File: src/rtl/dq_pkg.sv
package dq_pkg;
    timeunit 1ns;
    timeprecision 100ps;

    localparam int CFG_W = 32;

    typedef enum logic [0:0] {
        Q_FREE = 1'b0,
        Q_USED = 1'b1
    } q_kind_e;

    typedef enum logic [2:0] {
        SEL_BASE   = 3'd0,
        SEL_DEPTH  = 3'd1,
        SEL_SWPTR  = 3'd2,
        SEL_HWPTR  = 3'd3,
        SEL_GATE   = 3'd4,
        SEL_LOWTH  = 3'd5,
        SEL_HIGHTH = 3'd6
    } cfg_sel_e;

    // gate field bit positions
    localparam int GATE_HWPTR = 0;
    localparam int GATE_DEPTH = 1;
    localparam int GATE_BASE  = 2;

    typedef struct packed {
        logic empty;
        logic full;
        logic low;
        logic high;
    } lvl_flags_t;

    function automatic logic is_pow2(input logic [CFG_W-1:0] n);
        return (n != '0) && ((n & (n - 1'b1)) == '0);
    endfunction
endpackage

File: src/rtl/dq_cfg_regs.sv
module dq_cfg_regs
    import dq_pkg::*;
#(
    parameter int MAX_DESC    = 1024,
    parameter int SLOT_SHIFT  = 5,
    parameter int DEPTH_SHIFT = 3,
    parameter int CNT_W       = 11
) (
    input  logic             clk,
    input  logic             rst,
    input  logic             cfg_we,
    input  logic [2:0]       cfg_sel,
    input  logic [CFG_W-1:0] cfg_wdata,
    output logic [CFG_W-1:0] base_q,
    output logic [CNT_W-1:0] size_q,
    output logic [CNT_W-1:0] lo_th_q,
    output logic [CNT_W-1:0] hi_th_q,
    output logic             hwptr_open
);
    localparam logic [CFG_W-1:0] ALIGN_MASK = ~((CFG_W'(1) << SLOT_SHIFT) - CFG_W'(1));
    localparam logic [CFG_W-1:0] MAX_CNT    = CFG_W'(MAX_DESC);

    logic [2:0]       gate_q;
    logic [CFG_W-1:0] depth_cnt;
    logic             depth_ok;

    assign depth_cnt  = cfg_wdata >> DEPTH_SHIFT;
    assign depth_ok   = is_pow2(depth_cnt) && (depth_cnt >= CFG_W'(2)) && (depth_cnt <= MAX_CNT);
    assign hwptr_open = gate_q[GATE_HWPTR];

    always_ff @(posedge clk) begin
        if (rst) begin
            gate_q  <= '0;
            base_q  <= '0;
            size_q  <= CNT_W'(MAX_DESC);
            lo_th_q <= '0;
            hi_th_q <= CNT_W'(MAX_DESC - 1);
        end else if (cfg_we) begin
            case (cfg_sel_e'(cfg_sel))
                SEL_GATE:   gate_q  <= cfg_wdata[2:0];
                SEL_LOWTH:  lo_th_q <= cfg_wdata[CNT_W-1:0];
                SEL_HIGHTH: hi_th_q <= cfg_wdata[CNT_W-1:0];
                SEL_BASE:   if (gate_q[GATE_BASE]) base_q <= cfg_wdata & ALIGN_MASK;
                SEL_DEPTH:  if (gate_q[GATE_DEPTH] && depth_ok) size_q <= depth_cnt[CNT_W-1:0];
                default: ;
            endcase
        end
    end
endmodule

File: src/rtl/dq_ring_ptrs.sv
module dq_ring_ptrs
    import dq_pkg::*;
#(
    parameter q_kind_e KIND  = Q_FREE,
    parameter int      IDX_W = 10
) (
    input  logic             clk,
    input  logic             rst,
    input  logic [IDX_W-1:0] mask,
    input  logic             sw_we,
    input  logic             hw_we,
    input  logic [IDX_W-1:0] wr_slot,
    input  logic             hw_step,
    output logic [IDX_W-1:0] wr_idx,
    output logic [IDX_W-1:0] rd_idx,
    output logic [IDX_W-1:0] hw_idx
);
    logic [IDX_W-1:0] sw_q;
    logic [IDX_W-1:0] hw_q;
    logic [IDX_W-1:0] slot_in;

    assign slot_in = wr_slot & mask;

    always_ff @(posedge clk) begin
        if (rst)        sw_q <= '0;
        else if (sw_we) sw_q <= slot_in;
    end

    // a configuration write has priority over a hardware step
    always_ff @(posedge clk) begin
        if (rst)          hw_q <= '0;
        else if (hw_we)   hw_q <= slot_in;
        else if (hw_step) hw_q <= (hw_q + 1'b1) & mask;
    end

    assign hw_idx = hw_q;

    generate
        if (KIND == Q_FREE) begin : g_free
            assign wr_idx = sw_q;
            assign rd_idx = hw_q;
        end else begin : g_used
            assign wr_idx = hw_q;
            assign rd_idx = sw_q;
        end
    endgenerate
endmodule

File: src/rtl/dq_level_mon.sv
module dq_level_mon
    import dq_pkg::*;
#(
    parameter int IDX_W = 10,
    parameter int CNT_W = 11
) (
    input  logic             clk,
    input  logic             rst,
    input  logic [IDX_W-1:0] wr_idx,
    input  logic [IDX_W-1:0] rd_idx,
    input  logic [IDX_W-1:0] mask,
    input  logic [CNT_W-1:0] size,
    input  logic [CNT_W-1:0] lo_th,
    input  logic [CNT_W-1:0] hi_th,
    output logic [CNT_W-1:0] occ,
    output logic [CNT_W-1:0] spare,
    output lvl_flags_t       now,
    output lvl_flags_t       evt
);
    lvl_flags_t       prev_q;
    logic [IDX_W-1:0] diff;
    logic [CNT_W-1:0] top;

    assign diff  = (wr_idx - rd_idx) & mask;
    assign occ   = CNT_W'(diff);
    assign top   = size - 1'b1;
    assign spare = top - occ;

    assign now.empty = (occ == '0);
    assign now.full  = (occ == top);
    assign now.low   = (occ <= lo_th);
    assign now.high  = (occ >= hi_th);

    // all previous flags start set so reset itself raises no event
    always_ff @(posedge clk) begin
        if (rst) prev_q <= '1;
        else     prev_q <= now;
    end

    assign evt = now & ~prev_q;
endmodule

File: src/rtl/dq_pointer_mgr.sv
module dq_pointer_mgr
    import dq_pkg::*;
#(
    parameter q_kind_e KIND        = Q_FREE,
    parameter int      MAX_DESC    = 1024,
    parameter int      SLOT_BYTES  = 32,
    parameter int      DEPTH_SHIFT = 3,
    localparam int     IDX_W       = $clog2(MAX_DESC),
    localparam int     CNT_W       = IDX_W + 1
) (
    input  logic             clk,
    input  logic             rst,
    input  logic             cfg_we,
    input  logic [2:0]       cfg_sel,
    input  logic [31:0]      cfg_wdata,
    input  logic             hw_req,
    output logic             hw_ack,
    output logic [31:0]      hw_desc_addr,
    output logic [31:0]      wr_off,
    output logic [31:0]      rd_off,
    output logic [CNT_W-1:0] occ_cnt,
    output logic [CNT_W-1:0] free_cnt,
    output logic             evt_empty,
    output logic             evt_full,
    output logic             evt_low,
    output logic             evt_high
);
    localparam int SLOT_SHIFT = $clog2(SLOT_BYTES);

    logic [31:0]      base_q;
    logic [CNT_W-1:0] size_q, lo_th_q, hi_th_q;
    logic             hwptr_open;
    logic [IDX_W-1:0] mask, wr_idx, rd_idx, hw_idx;
    logic             sw_we, hw_we, room;
    lvl_flags_t       now, evt;

    dq_cfg_regs #(
        .MAX_DESC(MAX_DESC), .SLOT_SHIFT(SLOT_SHIFT),
        .DEPTH_SHIFT(DEPTH_SHIFT), .CNT_W(CNT_W)
    ) u_cfg (
        .clk(clk), .rst(rst), .cfg_we(cfg_we), .cfg_sel(cfg_sel),
        .cfg_wdata(cfg_wdata), .base_q(base_q), .size_q(size_q),
        .lo_th_q(lo_th_q), .hi_th_q(hi_th_q), .hwptr_open(hwptr_open)
    );

    assign mask  = IDX_W'(size_q - 1'b1);
    assign sw_we = cfg_we && (cfg_sel == SEL_SWPTR);
    assign hw_we = cfg_we && (cfg_sel == SEL_HWPTR) && hwptr_open;

    dq_ring_ptrs #(.KIND(KIND), .IDX_W(IDX_W)) u_ptrs (
        .clk(clk), .rst(rst), .mask(mask), .sw_we(sw_we), .hw_we(hw_we),
        .wr_slot(cfg_wdata[SLOT_SHIFT +: IDX_W]), .hw_step(hw_ack),
        .wr_idx(wr_idx), .rd_idx(rd_idx), .hw_idx(hw_idx)
    );

    dq_level_mon #(.IDX_W(IDX_W), .CNT_W(CNT_W)) u_lvl (
        .clk(clk), .rst(rst), .wr_idx(wr_idx), .rd_idx(rd_idx), .mask(mask),
        .size(size_q), .lo_th(lo_th_q), .hi_th(hi_th_q),
        .occ(occ_cnt), .spare(free_cnt), .now(now), .evt(evt)
    );

    generate
        if (KIND == Q_FREE) begin : g_pop
            assign room = !now.empty;
        end else begin : g_push
            assign room = !now.full;
        end
    endgenerate

    assign hw_ack       = hw_req && room;
    assign hw_desc_addr = base_q + (32'(hw_idx) << SLOT_SHIFT);
    assign wr_off       = 32'(wr_idx) << SLOT_SHIFT;
    assign rd_off       = 32'(rd_idx) << SLOT_SHIFT;

    assign evt_empty = evt.empty;
    assign evt_full  = evt.full;
    assign evt_low   = evt.low;
    assign evt_high  = evt.high;
endmodule

File: config.mk
export PLATFORM = sky130hd
export DESIGN_NAME = dq_pointer_mgr
export DESIGN_NICKNAME = d
export VERILOG_FILES = /design/src/rtl/dq_pkg.sv /design/src/rtl/dq_cfg_regs.sv /design/src/rtl/dq_ring_ptrs.sv /design/src/rtl/dq_level_mon.sv /design/src/rtl/dq_pointer_mgr.sv
export SDC_FILE = /design/constraint.sdc
export NUM_CORES = 1
export LEC_CHECK = 0
export ABC_AREA = 1
export BUFFER_PORTS_ARGS = -buffer_cell sky130_fd_sc_hd__clkbuf_2
export CORE_UTILIZATION = 50
export CTS_CLUSTER_SIZE = 25
export DETAILED_ROUTE_END_ITERATION = 8
export PLACE_DENSITY = 0.78
export SLEW_MARGIN = 25
export SYNTH_ARGS = -nofsm -noshare
export SYNTH_HDL_FRONTEND = slang
export SYNTH_SLANG_ARGS = --single-unit
File: constraint.sdc
create_clock -name clk -period 2.96 [get_ports clk]
set_input_delay 0.592 -clock clk [delete_from_list [all_inputs] [get_ports clk]]
set_output_delay 0.592 -clock clk [all_outputs]
set_load 0.005 [all_outputs]
# Yosys cells after proc, flatten, opt, wreduce, memory -nomap -nowiden
# Index checks and enable logic that the tools add are counted.
[op_classes] n_addsub=6 magnitude_cmp=4 eq_ne=7 mux=2 n_bitwise=6 reduce_logical=19
[ops] cell="$add A32 B15 Y32" n=1
[ops] cell="$and A29 B32 Y32" n=1
[ops] cell="$logic_not A32 Y1" n=1
[ops] cell="$reduce_bool A32 Y1" n=1
[ops] cell="$and A10 B10 Y10" n=3
[ops] cell="$sub A29 B1 Y30 const B" n=1
[ops] cell="$ge A29 B2 Y1 const B" n=1
[ops] cell="$le A29 B11 Y1 const B" n=1
[ops] cell="$mux W10" n=2
[ops] cell="$eq A10 B11 Y1" n=1
[ops] cell="$ge A10 B11 Y1" n=1
[ops] cell="$le A10 B11 Y1" n=1
[ops] cell="$logic_not A11 Y1" n=1
[ops] cell="$sub A11 B1 Y11 const B" n=1
[ops] cell="$sub A11 B10 Y11" n=1
[ops] cell="$add A10 B1 Y10 const B" n=1
[ops] cell="$sub A10 B10 Y10" n=1
[ops] cell="$eq A3 B3 Y1 const B" n=3
[ops] cell="$logic_and A1 B1 Y1" n=8
[ops] cell="$eq A3 B2 Y1 const B" n=2
[ops] cell="$reduce_and A2 Y1" n=3
[ops] cell="$reduce_and A3 Y1" n=2
[ops] cell="$and A4 B4 Y4" n=1
[ops] cell="$not A4 Y4" n=1
[ops] cell="4 further kinds" n=4
[word_totals] register_bits=87 output_inout_bits=123 word_cells=55

# Logic depth before layout (Yosys ltp)
# Gate-level depths: netlist (run 1).
[depth] word_depth=8 depth_mapped=19

# By module
# A second synthesis (run 1) with hierarchy kept.
[unflattened] cells_unflattened=1319 hier_area_um2=8164.1
[modules_own_cells] module="dq_cfg_regs" n_inst=1 cells_per_inst=505 area_per_inst_um2=3291.9
[modules_own_cells] module="dq_level_mon" n_inst=1 cells_per_inst=337 area_per_inst_um2=2009.4
[modules_own_cells] module="dq_pointer_mgr" n_inst=1 cells_per_inst=327 area_per_inst_um2=1784.2
[modules_own_cells] module="dq_ring_ptrs" n_inst=1 cells_per_inst=150 area_per_inst_um2=1078.5

# Worst setup path after synthesis (run 1)
# Ideal clock, no wire load.
[synth_timing] path_type="reg-to-output" from="register u_ptrs.sw_q[0], in the netlist u_ptrs.wr_idx[0]" to="output port evt_low" t_arrival_ps=2547 required_time_ps=2368 slack_ps=-179 path_stages_with_launch=20 n_path_buf=0 cell_sequence="dfxtp_1 inv_1 ha_1 fa_1 inv_1 nand3_1 nand2_1 nand2_1 nand2_1 nand2_1 nand3_4 inv_1 ha_1 nand2_1 nor2_1 nand4_1 o31ai_1 o21bai_1 inv_1 nor2_1"
[synth_via] elab_chain_len=4
[synth_rtl] item="start, declared" line_no="dq_ring_ptrs.sv:18" source="logic [IDX_W-1:0] sw_q;"
[synth_rtl] item="start signal, assigned" line_no="dq_ring_ptrs.sv:26" source="else if (sw_we) sw_q <= slot_in;"
[synth_rtl] item="$sub A10 B10 Y10" line_no="dq_level_mon.sv:24" source="assign diff = (wr_idx - rd_idx) & mask;"
[synth_rtl] item="$and A10 B10 Y10" line_no="dq_level_mon.sv:24"
[synth_rtl] item="net occ_cnt[8]" line_no="dq_pointer_mgr.sv:21" source="output logic [CNT_W-1:0] occ_cnt,"
[synth_rtl] item="$le A10 B11 Y1" line_no="dq_level_mon.sv:31" source="assign now.low = (occ <= lo_th);"
[synth_rtl] item="$and A4 B4 Y4" line_no="dq_level_mon.sv:40" source="assign evt = now & ~prev_q;"
[synth_rtl] item="end, declared" line_no="dq_pointer_mgr.sv:25" source="output logic evt_low,"
# The timed path passes the listed nets, and every way through them passes these cells.

# Worst setup path after layout (run 1)
[layout_timing] from="register u_ptrs.hw_q[4], in the netlist u_ptrs.hw_idx[4]" to="output port evt_low"
[layout_via] elab_chain_len=4
[layout_rtl] item="start, declared" line_no="dq_ring_ptrs.sv:19" source="logic [IDX_W-1:0] hw_q;"
[layout_rtl] item="start signal, assigned" line_no="dq_ring_ptrs.sv:32" source="else if (hw_we) hw_q <= slot_in;"
[layout_rtl] item="start signal, assigned" line_no="dq_ring_ptrs.sv:33" source="else if (hw_step) hw_q <= (hw_q + 1'b1) & mask;"
[layout_rtl] item="$sub A10 B10 Y10" line_no="dq_level_mon.sv:24"
[layout_rtl] item="$and A10 B10 Y10" line_no="dq_level_mon.sv:24"
[layout_rtl] item="$le A10 B11 Y1" line_no="dq_level_mon.sv:31"
[layout_rtl] item="$and A4 B4 Y4" line_no="dq_level_mon.sv:40"
# No other way between the ends.

==> run_results.csv, run 1 <==
group,metric,value,unit
cts,clock_sinks,87,
global_route,first_global_vias,6713,
placed_design,place_hpwl,14.9,mm
sta,final_max_slew_viol_count,0,
synthesis,synth-main-ff-cell,"dfxtp_1",
sta,max_freq,0.276,GHz
layout,drive_gt1_share,34.6,%
die,die_x,117,µm
die,dieArea,0.0137,mm²
cts,numCtsBuffers,9,
critical_path,worst_path_max_delay_cell,"dfxtp_2",
run_status,violations,"setup timing",
power_and_ir_drop,p_per_area,387,mW/mm²
routing,wl,21.2,mm
die,io_pins,162,
routing,vias,7345,
routing,ant_nets,0,
routing,drt_iter0_markers,579,
sta,fin_ws,-0.664,ns
sta,hold_viol,0,
routing,wl_per_cell,15.4,µm
global_route,grt_pass1_wl,32.8,mm
routing,first_pass_iters,6,
layout,layout.nets,1282,
critical_path,path_cells,"inv_1, ha_4, a21oi_2, nor2_1, nor2_1, nand3b_1, nand3_4, inv_1, ha_1, nand2_1, nor2_1, nand4_1, o31ai_1, o21bai_2, inv_1, nor2_1, clkbuf_2",
critical_path,cp-start-kind,"flip-flop",
power_and_ir_drop,ir_drop,0.000309,V
sta,slew_headroom,59.5,%
synthesis,synth_edf_count,0,
sta,clock_skew,0.00973,ns
synthesis,syn_avg_cell_area,6.80,µm²
critical_path,critPathCaptureType,"primary output",
synthesis,yosysWarnings,0,
layout,final_cells,1376,
global_route,groute.usage.overall,31.2,%
cts,cts_tree,"built",
power_and_ir_drop,p_leak,4.53,nW
cts,clk_latency,0.36,ns
critical_path,crit_fanout,4,
synthesis,synth.cell_area,0.00664,mm²
routing,via_per_inst,5.34,
routing,drc,0,
global_route,overflow,0,
critical_path,crit_type,"reg -> out",
global_route,antenna_found_initial,0,
synthesis,synth.distinct_cells,54,
die,initial_core_util,52.0,%
cts,clock_path_buffers,2,
synthesis,async_reset_ff_share,0,%
placed_design,post-place-cells,1325,
cts,path_clk_slew,0.06,ns
run,drv_cap,0,
hold_path,hold_path.class,"reg -> reg",
die,coreArea,0.0128,mm²
synthesis,ys_seq_area_share,26.2,%
cts,hold_buffers,0,
placed_design,place_congestion,0.943,
placed_design,portBuffers,111,
critical_path,cpMostUsedCell,"nor2_1",
synthesis,netlist_instances,977,
cts,h-tree-depth,3,
sta,fin_crit_sh,122,%
sta,fin_crit,3.62,ns
sta,finalSetupViolations,19,
layout,area_growth,33.5,%
global_route,grt_max_degree,69,
die,die_y,117,µm
critical_path,slowest_delay,0.32,ns
critical_path,crit_required,2.37,ns
run_status,status,"complete, but fails checks",
critical_path,cp.arrival,3.03,ns
layout,n_antenna_cell,0,
power_and_ir_drop,total_power,0.00343,W
sta,worst_pin_slew,0.608,ns
sta,rsz0062_at_grt,"yes",
die,rows,41,
synthesis,ys_ff_latch,87,
cts,root_buffer,"clkbuf_16",
==> layout make-up <==
class / instances / area (µm²)
clock buffer: 10 / 229
fill: 1014 / 3910
timing repair buffer: 234 / 1520
clock inverter: 6 / 37.5
tap: 172 / 215
sequential: 87 / 1760
multi-input combinational: 731 / 4590
inverter: 136 / 515
==> critical path: cells and delay by family (launching register included) <==
family / cells / cell delay [ns]
AOI/OAI and AO/OA: 3 / 0.58
buffers and inverters: 4 / 0.38
adders and majority gates: 2 / 0.53
DFF: 1 / 0.32
and+or+nand+nor: 8 / 0.86
==> Yosys cell counts, types with 3 or more instances <==
library cell | number | share of area (%)
nor2_2 | 10 | 0.94
clkinv_1 | 3 | 0.17
nand3b_1 | 6 | 0.68
nor2_1 | 109 | 6.2
nand2_2 | 10 | 0.94
inv_2 | 8 | 0.45
buf_4 | 50 | 5.7
nand3_2 | 3 | 0.45
nand2_1 | 176 | 9.9
o21ai_0 | 77 | 5.8
nor3_1 | 13 | 0.98
a21oi_2 | 6 | 0.79
nor4_1 | 4 | 0.38
nand3_1 | 43 | 3.2
buf_1 | 3 | 0.17
dfxtp_1 | 87 | 26
nand3_4 | 3 | 0.79
a21oi_1 | 79 | 6.0
nor2_4 | 4 | 0.68
xnor2_1 | 10 | 1.3
clkbuf_1 | 13 | 0.73
nand4_1 | 19 | 1.8
xor2_1 | 28 | 3.7
ha_1 | 42 | 7.9
o21ai_1 | 5 | 0.38
inv_1 | 125 | 7.1
==> metrics by stage <==
| step | hold slack [ns] | utilization [%] | worst slack (ns) | cell area (µm²) | setup TNS, ns |
|---|---|---|---|---|---|
| final | 0.467 | 69.4 | -0.664 | 8870 | -3.92 |
| after CTS | 0.467 | 67.8 | -0.565 | 8660 | -4.83 |
| after global placement | 0.449 | 61.6 | -0.241 | 7870 | -0.366 |
| after detailed placement | 0.458 | 61.6 | -0.412 | 7870 | -0.592 |
| after floorplan | 0.431 | - | -0.0189 | 6940 | -0.0189 |
| after global routing | 0.492 | 69.4 | -0.837 | 8870 | -6.26 |
==> flip-flops by register name (all words and copies together), names as in the netlist <==
signal	cells
u_lvl.prev_q	4
u_cfg.gate_q	3
u_cfg.base_q	27
u_cfg.lo_th_q	11
u_cfg.size_q	11
u_ptrs.wr_idx	10
u_cfg.hi_th_q	11
u_ptrs.hw_idx	10
==> path summary, 6_finish.rpt <==
check,from,slack [ns],endpoint,cells after the start
setup reg to reg,u_ptrs.hw_idx[5],-0.05,u_lvl.prev_q[2],21
hold reg to reg,u_cfg.lo_th_q[2],0.47,u_cfg.lo_th_q[2],2
setup / recovery,u_ptrs.hw_idx[4],-0.66,evt_low,17
hold / removal,u_cfg.lo_th_q[2],0.47,u_cfg.lo_th_q[2],2
==> cell families (layout without fill, tap and decap cells) <==
group / after synthesis / in the layout / share of synthesized area [%]
simple gates: 414 / 414 / 29.5
buf+inv: 208 / 386 / 15.3
compound gates: 182 / 182 / 14.7
flops: 87 / 87 / 26.2
fa+ha+maj: 44 / 44 / 8.51
xor+xnor: 40 / 40 / 5.67
other cells: 2 / 51 / 0.113
==> repair_timing <==
action	in CTS	in global routing
resized for setup	74	66
pin swaps	40	34
setup endpoints to repair	25	38
buffers inserted	25	17
cloned	0	0
==> where the power goes <==
part | total [W] | internal, W | switching (W)
Clock | 0.00106 | 0.000564 | 0.000492
Combinational | 0.00116 | 0.000517 | 0.000640
Sequential | 0.00122 | 0.00120 | 0.0000185
==> metal layers <==
| layer | part of all wire [%] | vias to the layer above | track usage, % |
|---|---|---|---|
| met5 | 0 | - | 0 |
| met4 | 5.2 | 0 | 17.5 |
| met3 | 7.4 | 88 | 7.36 |
| met2 | 48 | 381 | 52.4 |
| met1 | 40 | 3369 | 36.8 |
| li1 | - | 3507 | - |
==> layout by cell type (no fill, tap or decap), drive strengths merged, types with 3 or more instances in the layout <==
cell type  netlist  routed
nand2          188     188
xor2            30      30
nor2           124     124
inv            133     133
nor4             5       5
clkinv           3       6
clkbuf          15     102
a21boi           3       3
o21bai           3       3
o21ai           82      82
buf             57     142
nand4           22      22
nand3           49      49
dfxtp           87      87
nor3            15      15
or2              4       4
nand3b           6       6
conb             2      51
a21oi           85      85
ha              42      42
xnor2           10      10
clkinvlp         0       3
(Power assumes the default switching activity.)
==> inputs of run 2 (changes only) <==
- CORE_ASPECT_RATIO: not set -> 1.2
==> run 2 against run 1 <==
Net effect: the flow still finishes with violations (setup timing); first-iteration DRC count grew 16%; global-route usage down 1.1 points; hold slack got worse by 0.0062 ns; maximum frequency is 6.1% lower; wire length grew 7.5%; clock power up 12%; via count up 1.6%; combinational power up 18%; sequential share of layout area is 0.75 points lower.
==> run_results.csv, run 2 (same netlist as run 1, synthesis figures left out) <==
group,metric,value,unit
routing,vias,7466,
routing,wl_per_cell,16.4,µm
routing,first_pass_iters,7,
layout,layout.nets,1306,
critical_path,worstSetupStartpoint,"u_ptrs.wr_idx[0]",
sta,max_freq,0.259,GHz
cts,cts_tree,"built",
power_and_ir_drop,p_leak,4.71,nW
cts,clock_sinks,87,
critical_path,worst-path-buf-inv,5,
hold_path,hold_path.class,"reg -> reg",
critical_path,crit_fanout,3,
run_status,violations,"setup timing",
critical_path,slowest_delay,0.41,ns
sta,slew_headroom,55.2,%
die,io_pins,162,
global_route,antenna_found_initial,0,
layout,largest-register,"u_cfg.base_q",
routing,via_per_inst,5.36,
sta,fin_crit,3.86,ns
sta,hold_viol,0,
critical_path,crit_type,"reg -> out",
routing,drt_iter0_markers,672,
layout,final_cell_mix,"nand2_1, buf_4, inv_1, nor2_1, clkbuf_2",
critical_path,ff2ff_path_depth,18,
die,rows,45,
power_and_ir_drop,ir_drop,0.000356,V
power_and_ir_drop,p_per_area,410,mW/mm²
sta,rsz0062_at_grt,"yes",
critical_path,crit_required,2.37,ns
hold_path,min_from,"u_cfg.gate_q[1]",
routing,ant_nets,0,
placed_design,portBuffers,111,
hold_path,min_path_cells,2,
critical_path,cpMostUsedCell,"inv_2",
placed_design,place_congestion,0.955,
sta,fin_tns_setup,-4.09,ns
run,drv_cap,0,
layout,n_antenna_cell,0,
die,initial_core_util,52.0,%
global_route,grt_pass1_wl,32.2,mm
run_status,status,"complete, but fails checks",
sta,worst_pin_slew,0.666,ns
cts,numCtsBuffers,9,
layout,fillers,956,
sta,fin_hold_ws,0.461,ns
cts,clock_path_buffers,2,
sta,fin_ws,-0.898,ns
cts,h-tree-depth,3,
die,die_y,128,µm
critical_path,path_delay_family,"adder cells",
layout,largest_reg_flops,27,
critical_path,cp-start-kind,"flip-flop",
layout,regArea,0.00176,mm²
critical_path,path_cells,"inv_2, ha_4, fa_2, inv_2, nand3_2, nand2_2, nand2_2, nand3_2, inv_2, ha_1, a21oi_1, a21boi_2, o21ai_0, nand3_1, a21oi_2, o21bai_4, inv_2, nor2_1, buf_2",
critical_path,crit_cells,19,
die,dieArea,0.0138,mm²
layout,area_growth,38.9,%
placed_design,place_hpwl,14.6,mm
critical_path,cp.arrival,3.27,ns
global_route,overflow,0,
sta,fin_crit_sh,130,%
critical_path,r2r-start,"u_ptrs.wr_idx[0]",
routing,drc,0,
critical_path,critPathCaptureType,"primary output",
layout,drive_gt1_share,37.2,%
routing,wl,22.8,mm
critical_path,worst_path_max_delay_cell,"fa_2",
die,die_x,107,µm
global_route,groute.usage.overall,30.2,%
layout,final_common_cell,"nand2_1",
cts,path_clk_slew,0.07,ns
global_route,first_global_vias,6626,
cts,root_buffer,"clkbuf_16",
die,coreArea,0.0128,mm²
global_route,grt_max_degree,73,
layout,multi_input_area,0.00472,mm²
sta,clock_skew,0.00667,ns
sta,final_max_slew_viol_count,0,
cts,clk_latency,0.35,ns
sta,finalSetupViolations,18,
run 2: cell types whose count changed in the layout (fill, tap and decap cells not counted), sizes merged:
cell / before / now
inv: 133 / 137
clkinvlp: 3 / 1
clkbuf: 102 / 103
buf: 142 / 165
clkinv: 6 / 3
bufinv: 0 / 1
run 2: power breakdown:
group | leakage [nW] | switching (W) | internal [W] | total, W
combinational | 3.85 | 0.000765 | 0.000605 | 0.00137
sequential | 0.711 | 0.0000189 | 0.00120 | 0.00122
clock | 0.146 | 0.000521 | 0.000670 | 0.00119
total | 4.71 | 0.00131 | 0.00248 | 0.00378
run 2: worst paths after layout:
path,to,slack [ns]
worst max-delay path,evt_low,-0.90
worst min-delay path,u_cfg.gate_q[1],0.46
worst max register to register,u_lvl.prev_q[1],0.04
worst min register to register,u_cfg.gate_q[1],0.46
run 2: layout make-up:
| class | count | area share, % |
|---|---|---|
| inverter | 136 | 5.59 |
| timing repair buffer | 258 | 18.7 |
| multi-input combinational | 731 | 51.1 |
| clock buffer | 10 | 2.48 |
| sequential | 87 | 19.1 |
| tap | 164 | 2.22 |
| clock inverter | 6 | 0.814 |
run 2: worst register-to-register path, cell delays in order (launching register included):
cell and delay, ns:
dfxtp_2 0.34, inv_2 0.05, ha_4 0.16, fa_2 0.41, inv_2 0.08, nand3_2 0.07
nand2_2 0.09, nand2_2 0.08, nand3_2 0.11, inv_2 0.07, ha_1 0.35, a21oi_1 0.09
a21boi_2 0.16, o21ai_0 0.19, nand3_1 0.11, a21oi_2 0.23, o21bai_4 0.11, inv_2 0.07
nand2_1 0.04
run 2: timing repair:
| action | 4_1_cts | 5_1_grt |
|---|---|---|
| hold buffers | 0 | 0 |
| endpoints found under the setup margin | 25 | 31 |
| pin swaps | 34 | 58 |
| buffers inserted | 44 | 30 |
| resized for setup | 60 | 117 |
run 2: stage by stage:
stage	cells	power (W)	worst slack (ns)	instance area [µm²]	util, %
final	1392	0.00378	-0.898	9230	72.2
after global routing	1392	0.00393	-1.07	9230	72.2
after CTS	1376	0.00352	-0.623	8730	68.3
after detailed placement	1317	0.00222	-0.397	7860	61.5
after global placement	1317	0.00220	-0.263	7860	61.5
after floorplan	1026	0.00182	-0.0189	6940	-
run 2: per-layer routing:
layer	part of all wire [%]	GRT usage (%)	vias up
met5	0	0	-
met4	5.6	16.6	0
met3	7.1	4.42	120
met2	49	51.8	418
met1	38	36.0	3368
li1	-	-	3560
==> inputs of run 3 (changes only) <==
- CELL_PAD_IN_SITES_DETAIL_PLACEMENT: not set -> 1
- CELL_PAD_IN_SITES_GLOBAL_PLACEMENT: not set -> 2
- CORE_UTILIZATION: 50 -> 26
- PLACE_DENSITY: 0.78 -> 0.76
==> run 3 against run 2 <==
Net effect: register-to-register slack improved by 0.26 ns; first-iteration DRC count decreased by 69%; critical path type unchanged; via count decreased by 6.8%; sequential cell count unchanged; utilization decreased by 35 points; the run still ends with setup timing left; non-clock buffer count decreased by 19; clock skew decreased by 0.0013 ns; die area increased by 90%; worst setup slack improved by 0.21 ns; hold slack improved by 0.0042 ns.
==> run_results.csv, run 3 (same netlist as run 1, synthesis figures left out) <==
group,metric,value,unit
critical_path,cpMostUsedCell,"nand2_2",
global_route,groute.usage.overall,18.9,%
global_route,antenna_found_initial,0,
routing,first_pass_iters,4,
cts,numCtsBuffers,9,
sta,fin_ws,-0.685,ns
cts,clock_sinks,87,
layout,final_cell_mix,"nand2_1, buf_4, inv_1, nor2_1, clkbuf_2",
cts,clock_path_buffers,2,
placed_design,portBuffers,111,
routing,wl_per_cell,16.0,µm
routing,ant_nets,0,
routing,drc,0,
critical_path,crit_fanout,3,
run_status,violations,"setup timing",
layout,area_growth,40.6,%
layout,fillers,3177,
layout,layout.nets,1287,
run_status,status,"complete, but fails checks",
sta,worst_pin_slew,0.583,ns
sta,fin_crit,3.65,ns
cts,path_clk_slew,0.07,ns
die,die_x,148,µm
layout,final_common_cell,"nand2_1",
cts,h-tree-depth,3,
die,io_pins,162,
power_and_ir_drop,ir_drop,0.000300,V
sta,slew_headroom,61.0,%
die,die_y,177,µm
cts,cts_tree,"built",
placed_design,place_congestion,0.852,
placed_design,place_hpwl,19.4,mm
power_and_ir_drop,p_per_area,400,mW/mm²
critical_path,critPathCaptureType,"primary output",
cts,hold_buffers,0,
global_route,first_global_vias,6949,
run,drv_cap,0,
die,coreArea,0.0249,mm²
layout,n_antenna_cell,0,
layout,largest-register,"u_cfg.base_q",
layout,regArea,0.00176,mm²
layout,final_cells,1534,
layout,drive_gt1_share,37.5,%
critical_path,crit_required,2.37,ns
global_route,grt_max_degree,51,
power_and_ir_drop,p_leak,4.65,nW
sta,fin_hold_ws,0.465,ns
layout,largest_reg_flops,27,
die,rows,63,
die,dieArea,0.0262,mm²
critical_path,worst_path_max_delay_cell,"fa_2",
die,initial_core_util,26.7,%
cts,root_buffer,"clkbuf_16",
cts,clk_latency,0.36,ns
routing,via_per_inst,4.54,
layout,multi_input_area,0.00478,mm²
critical_path,cp-start-kind,"flip-flop",
critical_path,cp.arrival,3.05,ns
sta,max_freq,0.274,GHz
sta,fin_crit_sh,123,%
sta,rsz0062_at_grt,"yes",
hold_path,hold_path.class,"reg -> reg",
sta,final_max_slew_viol_count,0,
routing,drt_iter0_markers,210,
layout,final_core_util,37.5,%
critical_path,slowest_delay,0.39,ns
routing,vias,6960,
sta,hold_viol,0,
global_route,overflow,0,
critical_path,crit_type,"reg -> out",
global_route,grt_pass1_wl,37.9,mm
critical_path,path_cells,"inv_2, ha_4, fa_2, inv_2, nand3_2, nand2_2, nand2_2, nand2_2, nand2_2, nand3_4, inv_4, ha_4, nand2_2, nor2_2, nand4_1, o31ai_1, o21bai_2, inv_2, nor2_2, clkbuf_2",
sta,clock_skew,0.00542,ns
sta,finalSetupViolations,26,
placed_design,post-place-cells,1501,
routing,wl,24.5,mm
==> run 3: path summary, 6_finish.rpt <==
kind	from	endpoint	slack (ns)	cells past startpoint
worst max register to register	u_ptrs.wr_idx[0]	u_lvl.prev_q[0]	0.30	16
worst min-delay path	u_cfg.gate_q[1]	u_cfg.gate_q[1]	0.46	2
worst min register to register	u_cfg.gate_q[1]	u_cfg.gate_q[1]	0.46	2
worst max-delay path	u_ptrs.wr_idx[0]	evt_low	-0.69	20
==> run 3: timing repair <==
| item | in CTS | in global routing |
|---|---|---|
| pin swaps | 39 | 44 |
| gates resized for setup | 90 | 92 |
| setup endpoints to repair | 28 | 29 |
| buffers inserted | 14 | 10 |
| hold endpoints to repair | 0 | 0 |
==> run 3: per-stage QoR <==
stage	power, W	setup slack, ns	area [µm²]	setup TNS (ns)
3_3_place_gp	0.00228	-0.388	8230	-0.865
4_1_cts	0.00368	-0.643	9040	-7.29
3_5_place_dp	0.00230	-0.407	8230	-1.06
6_report	0.00374	-0.685	9340	-5.20
2_1_floorplan	0.00182	-0.0189	6940	-0.0189
5_1_grt	0.00395	-0.887	9340	-8.52
==> run 3: layout make-up <==
class                           count  area share [%]
Timing Repair Buffer              239            16.8
Sequential cell                    87            18.9
Clock buffer                       11            2.60
Tap cell                          325            4.35
Clock inverter                      5           0.683
Inverter                          136            5.49
Multi-Input combinational cell    731            51.2
==> run 3: critical path: cells and delay by family, from the launching register on <==
| family | cells | cell delay (ns) |
|---|---|---|
| fa+ha+maj | 3 | 0.81 |
| simple gates | 10 | 0.81 |
| compound gates | 2 | 0.40 |
| buf+inv | 5 | 0.35 |
| flops | 1 | 0.33 |
==> run 3: report_power, final <==
group,switching [W],internal (W)
Combinational,0.000712,0.000572
Clock,0.000546,0.000688
Sequential,0.0000184,0.00120
==> run 3: layer usage <==
metal,wire (µm),vias up,track usage [%]
met5,0,-,0
met4,384,0,4.85
met3,925,22,2.06
met2,12300,148,34.0
met1,10900,3279,23.9
li1,-,3511,-
